==> src/rtl/arf_pkg.sv <==
package arf_pkg;
  typedef enum logic [2:0] {
    OP_NOP   = 3'd0,
    OP_PUSH  = 3'd1,
    OP_POP   = 3'd2,
    OP_PEEK  = 3'd3,
    OP_PK_WR = 3'd4,
    OP_PK_RD = 3'd5,
    OP_EMPTY = 3'd6,
    OP_RSVD  = 3'd7
  } arf_op_e;

  localparam logic [1:0] TAG_VALID = 2'b00;
  localparam logic [1:0] TAG_EMPTY = 2'b11;
endpackage

==> src/rtl/arf_storage.sv <==
module arf_storage #(
  parameter int NREG  = 8,
  parameter int WIDTH = 80,
  localparam int IW   = $clog2(NREG)
) (
  input  logic                        clk,
  input  logic                        rst,
  input  logic                        we,
  input  logic [IW-1:0]               widx,
  input  logic [WIDTH-1:0]            wdata,
  output logic [NREG-1:0][WIDTH-1:0]  regs_o
);
  for (genvar g = 0; g < NREG; g++) begin : g_reg
    always_ff @(posedge clk) begin
      if (rst)
        regs_o[g] <= '0;
      else if (we && (widx == IW'(g)))
        regs_o[g] <= wdata;
    end
  end
endmodule

==> src/rtl/arf_ctl.sv <==
module arf_ctl
  import arf_pkg::*;
#(
  parameter int NREG  = 8,
  parameter int WIDTH = 80,
  parameter int PW    = 64,
  localparam int IW   = $clog2(NREG),
  localparam int TW   = 2 * NREG,
  localparam int EW   = WIDTH - PW
) (
  input  logic             clk,
  input  logic             rst,
  input  logic             cmd_valid,
  input  logic [2:0]       cmd_op,
  input  logic [IW-1:0]    cmd_idx,
  input  logic [WIDTH-1:0] cmd_data,
  input  logic             flag_clr,
  output logic             we,
  output logic [IW-1:0]    widx,
  output logic [WIDTH-1:0] wdata,
  output logic [IW-1:0]    top_q,
  output logic [TW-1:0]    tag_q,
  output logic             ovf_q,
  output logic             unf_q
);
  arf_op_e          op;
  logic [IW-1:0]    top_n, below;
  logic [TW-1:0]    tag_n;
  logic             ovf_set, unf_set;
  logic             top_empty, below_empty;

  assign op          = arf_op_e'(cmd_op);
  assign below       = top_q - IW'(1);
  assign top_empty   = (tag_q[2*top_q +: 2] == TAG_EMPTY);
  assign below_empty = (tag_q[2*below +: 2] == TAG_EMPTY);

  always_comb begin
    top_n   = top_q;
    tag_n   = tag_q;
    ovf_set = 1'b0;
    unf_set = 1'b0;
    we      = 1'b0;
    widx    = top_q;
    wdata   = cmd_data;
    if (cmd_valid) begin
      unique case (op)
        OP_PUSH: begin
          if (below_empty) begin
            top_n              = below;
            tag_n[2*below +: 2] = TAG_VALID;
            we                 = 1'b1;
            widx               = below;
          end else begin
            ovf_set = 1'b1;
          end
        end
        OP_POP: begin
          if (top_empty) begin
            unf_set = 1'b1;
          end else begin
            tag_n[2*top_q +: 2] = TAG_EMPTY;
            top_n               = top_q + IW'(1);
          end
        end
        OP_PEEK: unf_set = top_empty;
        OP_PK_WR: begin
          top_n = '0;
          tag_n = {NREG{TAG_VALID}};
          we    = 1'b1;
          widx  = cmd_idx;
          wdata = {{EW{1'b1}}, cmd_data[PW-1:0]};
        end
        OP_PK_RD: begin
          top_n = '0;
          tag_n = {NREG{TAG_VALID}};
        end
        OP_EMPTY: tag_n = {NREG{TAG_EMPTY}};
        default: ;
      endcase
    end
  end

  always_ff @(posedge clk) begin
    if (rst) begin
      top_q <= '0;
      tag_q <= {NREG{TAG_EMPTY}};
      ovf_q <= 1'b0;
      unf_q <= 1'b0;
    end else begin
      top_q <= top_n;
      tag_q <= tag_n;
      ovf_q <= (ovf_q && !flag_clr) || ovf_set;
      unf_q <= (unf_q && !flag_clr) || unf_set;
    end
  end
endmodule

==> src/rtl/alias_regfile.sv <==
module alias_regfile
  import arf_pkg::*;
#(
  parameter int NREG  = 8,
  parameter int WIDTH = 80,
  parameter int PW    = 64,
  localparam int IW   = $clog2(NREG),
  localparam int TW   = 2 * NREG
) (
  input  logic             clk,
  input  logic             rst,
  input  logic             cmd_valid,
  output logic             cmd_ready,
  input  logic [2:0]       cmd_op,
  input  logic [IW-1:0]    cmd_idx,
  input  logic [WIDTH-1:0] cmd_data,
  input  logic             flag_clr,
  output logic [WIDTH-1:0] rd_data,
  output logic [IW-1:0]    top_o,
  output logic [TW-1:0]    tag_o,
  output logic             ovf_o,
  output logic             unf_o
);
  logic                       we;
  logic [IW-1:0]              widx;
  logic [WIDTH-1:0]           wdata;
  logic [NREG-1:0][WIDTH-1:0] regs;

  assign cmd_ready = 1'b1;

  arf_ctl #(.NREG(NREG), .WIDTH(WIDTH), .PW(PW)) u_ctl (
    .clk(clk), .rst(rst), .cmd_valid(cmd_valid), .cmd_op(cmd_op),
    .cmd_idx(cmd_idx), .cmd_data(cmd_data), .flag_clr(flag_clr),
    .we(we), .widx(widx), .wdata(wdata),
    .top_q(top_o), .tag_q(tag_o), .ovf_q(ovf_o), .unf_q(unf_o)
  );

  arf_storage #(.NREG(NREG), .WIDTH(WIDTH)) u_store (
    .clk(clk), .rst(rst), .we(we), .widx(widx), .wdata(wdata), .regs_o(regs)
  );

  // Packed view sees the low PW bits of a directly indexed register.
  always_comb begin
    if (arf_op_e'(cmd_op) == OP_PK_RD)
      rd_data = {{(WIDTH-PW){1'b0}}, regs[cmd_idx][PW-1:0]};
    else
      rd_data = regs[top_o];
  end
endmodule

==> config.mk <==
export PLATFORM = sky130hd
export DESIGN_NAME = alias_regfile
export DESIGN_NICKNAME = d
export VERILOG_FILES = /design/src/rtl/arf_pkg.sv /design/src/rtl/arf_storage.sv /design/src/rtl/arf_ctl.sv /design/src/rtl/alias_regfile.sv
export SDC_FILE = /design/constraint.sdc
export NUM_CORES = 2
export LEC_CHECK = 0
export BUFFER_PORTS_ARGS = -buffer_cell sky130_fd_sc_hd__buf_2
export CAP_MARGIN = 40
export CORE_MARGIN = 5
export CORE_UTILIZATION = 55
export DETAILED_ROUTE_END_ITERATION = 16
export PLACE_DENSITY = 0.73
export SYNTH_ARGS = -nofsm -noshare
export SYNTH_HDL_FRONTEND = slang
export SYNTH_SLANG_ARGS = --single-unit
==> constraint.sdc <==
create_clock -name clk -period 7.7 [get_ports clk]
set_input_delay 1.155 -clock clk [delete_from_list [all_inputs] [get_ports clk]]
set_output_delay 1.155 -clock clk [all_outputs]
set_load 0.05 [all_outputs]
==> impl_summary.log <==
INFO  metric post_synth_inst_count = 3200
INFO  metric post_synth_net_total = 3299
INFO  metric pre_cts_slack = 2673 ps
INFO  metric tritoncts_num_sinks = 661
INFO  metric die-height = 263.6 µm
INFO  metric most_common_cell_after_layout_fill_and_taps_aside = sky130_fd_sc_hd__nand2b_1
INFO  metric htree_levels = 3
INFO  metric detailedPlacementHpwl = 53210 µm
INFO  metric cp.arrival = 4240 ps
INFO  metric synth_enable_flop_cells = 0
INFO  metric ios = 192
INFO  metric core = 64120 µm²
INFO  metric worst_r2r_endpoint = u_store.regs_o[548]
INFO  metric p_leak = 17.23 nW
INFO  metric worstPathMaxFanout = 99
INFO  metric most_used_dff_post_synth = sky130_fd_sc_hd__dfxtp_1
INFO  metric power_per_cell_area = 207.6 nW/µm²
INFO  metric worstPathRequired = 6550 ps
INFO  metric post-route-drc-count = 0
INFO  metric worst-setup-path-type = flip-flop to output port
INFO  metric initial_core_util = 55.15%
INFO  metric power = 8.096 mW
INFO  metric cts-root-buf = sky130_fd_sc_hd__clkbuf_16
INFO  metric peakVddDrop = 0.0001496 V
INFO  metric ctsResizeCount = 0
INFO  metric fin_util = 60.84%
INFO  metric clk_pin_slew_worst_paths = 60 ps
INFO  metric routed_wirelength = 91380 µm
INFO  metric grt_util_all_layers = 25.62%
INFO  metric timing.final.setup_violations = 0
INFO  metric placed_cell_area = 36590 µm²
INFO  metric port_buffers = 190
INFO  metric post_synth.cell_area_avg = 11.05 µm²
INFO  metric layout-drive-gt1-share = 20.58%
INFO  metric floorplan.rows = 93
INFO  metric timing.setup.tns = 0 ps
INFO  metric postCtsHoldBufs = 0
INFO  metric fin_skew = 17.79 ps
INFO  metric synth-warning-count = 0
INFO  metric ys_async_sr_fraction = 0%
INFO  metric clk-insertion-delay-late = 610 ps
INFO  metric vias_in_the_first_global_route = 26179
INFO  metric final_max_slew_viol_count = 0
INFO  metric timing.critical_path.slowest_cell_delay = 830 ps
INFO  metric r2r_start = u_ctl.top_q[1]
INFO  metric initialDrtViolationCount = 1785
INFO  metric critical_path.startpoint = u_ctl.top_q[0]
INFO  metric route.detailed.wl_per_inst = 22.37 µm
INFO  metric worst_pin_slew = 1053 ps
INFO  metric grt_overflow_total = 0
INFO  metric synth_cell_types = 53
INFO  metric final_critical_path_setup_slack = 2304 ps
INFO  metric ys_seq_area_share = 37.42%
INFO  metric setup.worst_path.end = rd_data[10]
INFO  metric cp_launch_type = flip-flop
INFO  metric slew_headroom = 29.80%
INFO  metric timing.critical_path.cells = buf_12, buf_4, buf_16, mux4_2, nand2_1, a31oi_1, buf_2
INFO  metric worst_hold_path_type = flip-flop to flip-flop
INFO  metric period_share = 70.08%
INFO  metric layout.cells.most_common_list = sky130_fd_sc_hd__nand2b_1, sky130_fd_sc_hd__dfxtp_1, sky130_fd_sc_hd__mux2i_1
INFO  metric critPathCaptureType = output port
INFO  metric antenna_left = 0
INFO  metric antenna_violations_before_repair = 4
INFO  metric die_width = 263.6 µm
INFO  metric routed_via_density = 6.070
INFO  metric finalNetCount = 3273
INFO  metric design.die.area = 69460 µm²
INFO  metric area.growth.synth_to_final = 10.30%
INFO  metric drtPass1Iterations = 5
INFO  metric post_cts_buffers = 0
INFO  metric hold_viol = 0
INFO  metric drv.max_cap_violation_count = 0
INFO  metric crit_slowest_cell = sky130_fd_sc_hd__dfxtp_4
INFO  metric fill_cells = 5106
INFO  metric synth.ff_latch_count = 661
INFO  metric grt_first_pass_wirelength = 145100 µm
INFO  metric result_of_the_run = finished, final reports clean
INFO  metric rrSetupSlack = 2650 ps
INFO  metric synth.top_cells.by_area = sky130_fd_sc_hd__dfxtp_1, sky130_fd_sc_hd__mux4_2, sky130_fd_sc_hd__mux2i_1
INFO  metric fmax = 0.1853 GHz
INFO  metric synth_top_cell_area_share = 37.42%
INFO  metric grt_setup_unrepaired = no
INFO  metric tritoncts.num_buffers = 73
INFO  metric dr_total_vias = 24791
INFO  metric tritoncts = built
INFO  metric worstRegToRegCells = 11
INFO  metric timing.final.crit_period = 5396 ps
INFO  metric synthesis.area = 35360 µm²
INFO  metric postLayoutCellArea = 39000 µm²
INFO  metric ctsLongestPathBuffers = 3
INFO  metric synth_top_area_cell = sky130_fd_sc_hd__dfxtp_1
INFO  metric place_congestion = 0.8432
INFO  metric grt_start_max_net_pins = 249
flip-flops by register name (all words and copies together), names as in the netlist:
signal,count
u_store.regs_o,640
u_ctl.tag_q,16
u_ctl.top_q,3
u_ctl.ovf_q,1
u_ctl.unf_q,1
area by class of cell:
type                       instances  area [µm²]  share of cell area [%]
antenna                            2       5.005                 0.01283
clock inverter                    21       271.5                  0.6961
inverter                          10       40.04                  0.1026
clock buffer                     107        2137                   5.479
sequential                       661       13240                   33.95
tap                              855        1070                   2.743
timing repair buffer             238        1553                   3.981
multi-input combinational       2190       20680                   53.03
synth_stat cells (2+ instances only):
cell type	count
sky130_fd_sc_hd__nand2b_1	709
sky130_fd_sc_hd__dfxtp_1	661
sky130_fd_sc_hd__mux2i_1	641
sky130_fd_sc_hd__mux4_2	294
sky130_fd_sc_hd__nand2_1	186
sky130_fd_sc_hd__clkbuf_1	164
sky130_fd_sc_hd__buf_1	83
sky130_fd_sc_hd__a31oi_1	68
sky130_fd_sc_hd__nor2b_1	68
sky130_fd_sc_hd__a211oi_1	66
sky130_fd_sc_hd__buf_2	61
sky130_fd_sc_hd__a21oi_1	42
sky130_fd_sc_hd__buf_4	28
sky130_fd_sc_hd__o21bai_1	18
sky130_fd_sc_hd__nor2_1	17
sky130_fd_sc_hd__o22a_1	12
sky130_fd_sc_hd__ha_1	9
sky130_fd_sc_hd__inv_1	9
sky130_fd_sc_hd__and2_1	8
sky130_fd_sc_hd__nand3_1	6
sky130_fd_sc_hd__o21ai_0	5
sky130_fd_sc_hd__mux2_2	3
sky130_fd_sc_hd__nor3_1	3
sky130_fd_sc_hd__a2111oi_0	2
sky130_fd_sc_hd__a22o_1	2
sky130_fd_sc_hd__a22oi_1	2
sky130_fd_sc_hd__a31o_2	2
sky130_fd_sc_hd__buf_6	2
sky130_fd_sc_hd__nand4b_1	2
sky130_fd_sc_hd__nand4bb_1	2
sky130_fd_sc_hd__o21ai_1	2
sky130_fd_sc_hd__or2_2	2
report_power, final:
part / internal, mW / switching, mW
registers: 3.48 / 0.0733
logic: 0.387 / 0.609
clock network: 2.12 / 1.42
stage by stage:
stage	cells	hold WS (ps)
after detailed placement	3954	463.3
final	4084	474.8
after global placement	3941	449.2
after floorplan	3200	449.2
after global routing	4084	494.6
after CTS	4082	477.7
how the worst min path moves through the flow:
stage	start	endpoint	slack (ps)	cells past startpoint
after global routing	u_store.regs_o[147]	u_store.regs_o[147]	490	2
after detailed placement	u_ctl.tag_q[5]	u_ctl.tag_q[5]	460	2
final	u_store.regs_o[227]	u_store.regs_o[227]	470	2
after floorplan	u_store.regs_o[224]	u_store.regs_o[224]	450	2
after CTS	u_store.regs_o[470]	u_store.regs_o[470]	480	2
after global placement	u_ctl.tag_q[4]	u_ctl.tag_q[4]	450	2
layer usage:
| layer | track usage [%] | up-vias | wire length (µm) |
|---|---|---|---|
| met5 | 0 | - | 17 |
| met4 | 8.463 | 2 | 2860 |
| met3 | 3.794 | 186 | 4033 |
| met2 | 43.60 | 666 | 44900 |
| met1 | 33.81 | 12631 | 39570 |
| li1 | - | 11306 | - |
kinds of logic after synthesis:
| group | Yosys count | share of synthesized area, % |
|---|---|---|
| muxes | 939 | 37.00 |
| adders and majority gates | 9 | 0.3185 |
| DFF | 661 | 37.42 |
| and+or+nand+nor | 1010 | 16.50 |
| buffers and inverters | 349 | 4.292 |
| AOI/OAI and AO/OA | 231 | 4.458 |
| other | 1 | 0.01060 |
critical path, delay by kind of cell, from the launching register on:
kind	cells	cell delay [ps]
multiplexers	1	270
buffers and inverters	4	1870
flip-flops	1	830
AO/OA/AOI/OAI	1	510
AND/OR/NAND/NOR	1	60
Power figures use the tool's default switching activity.
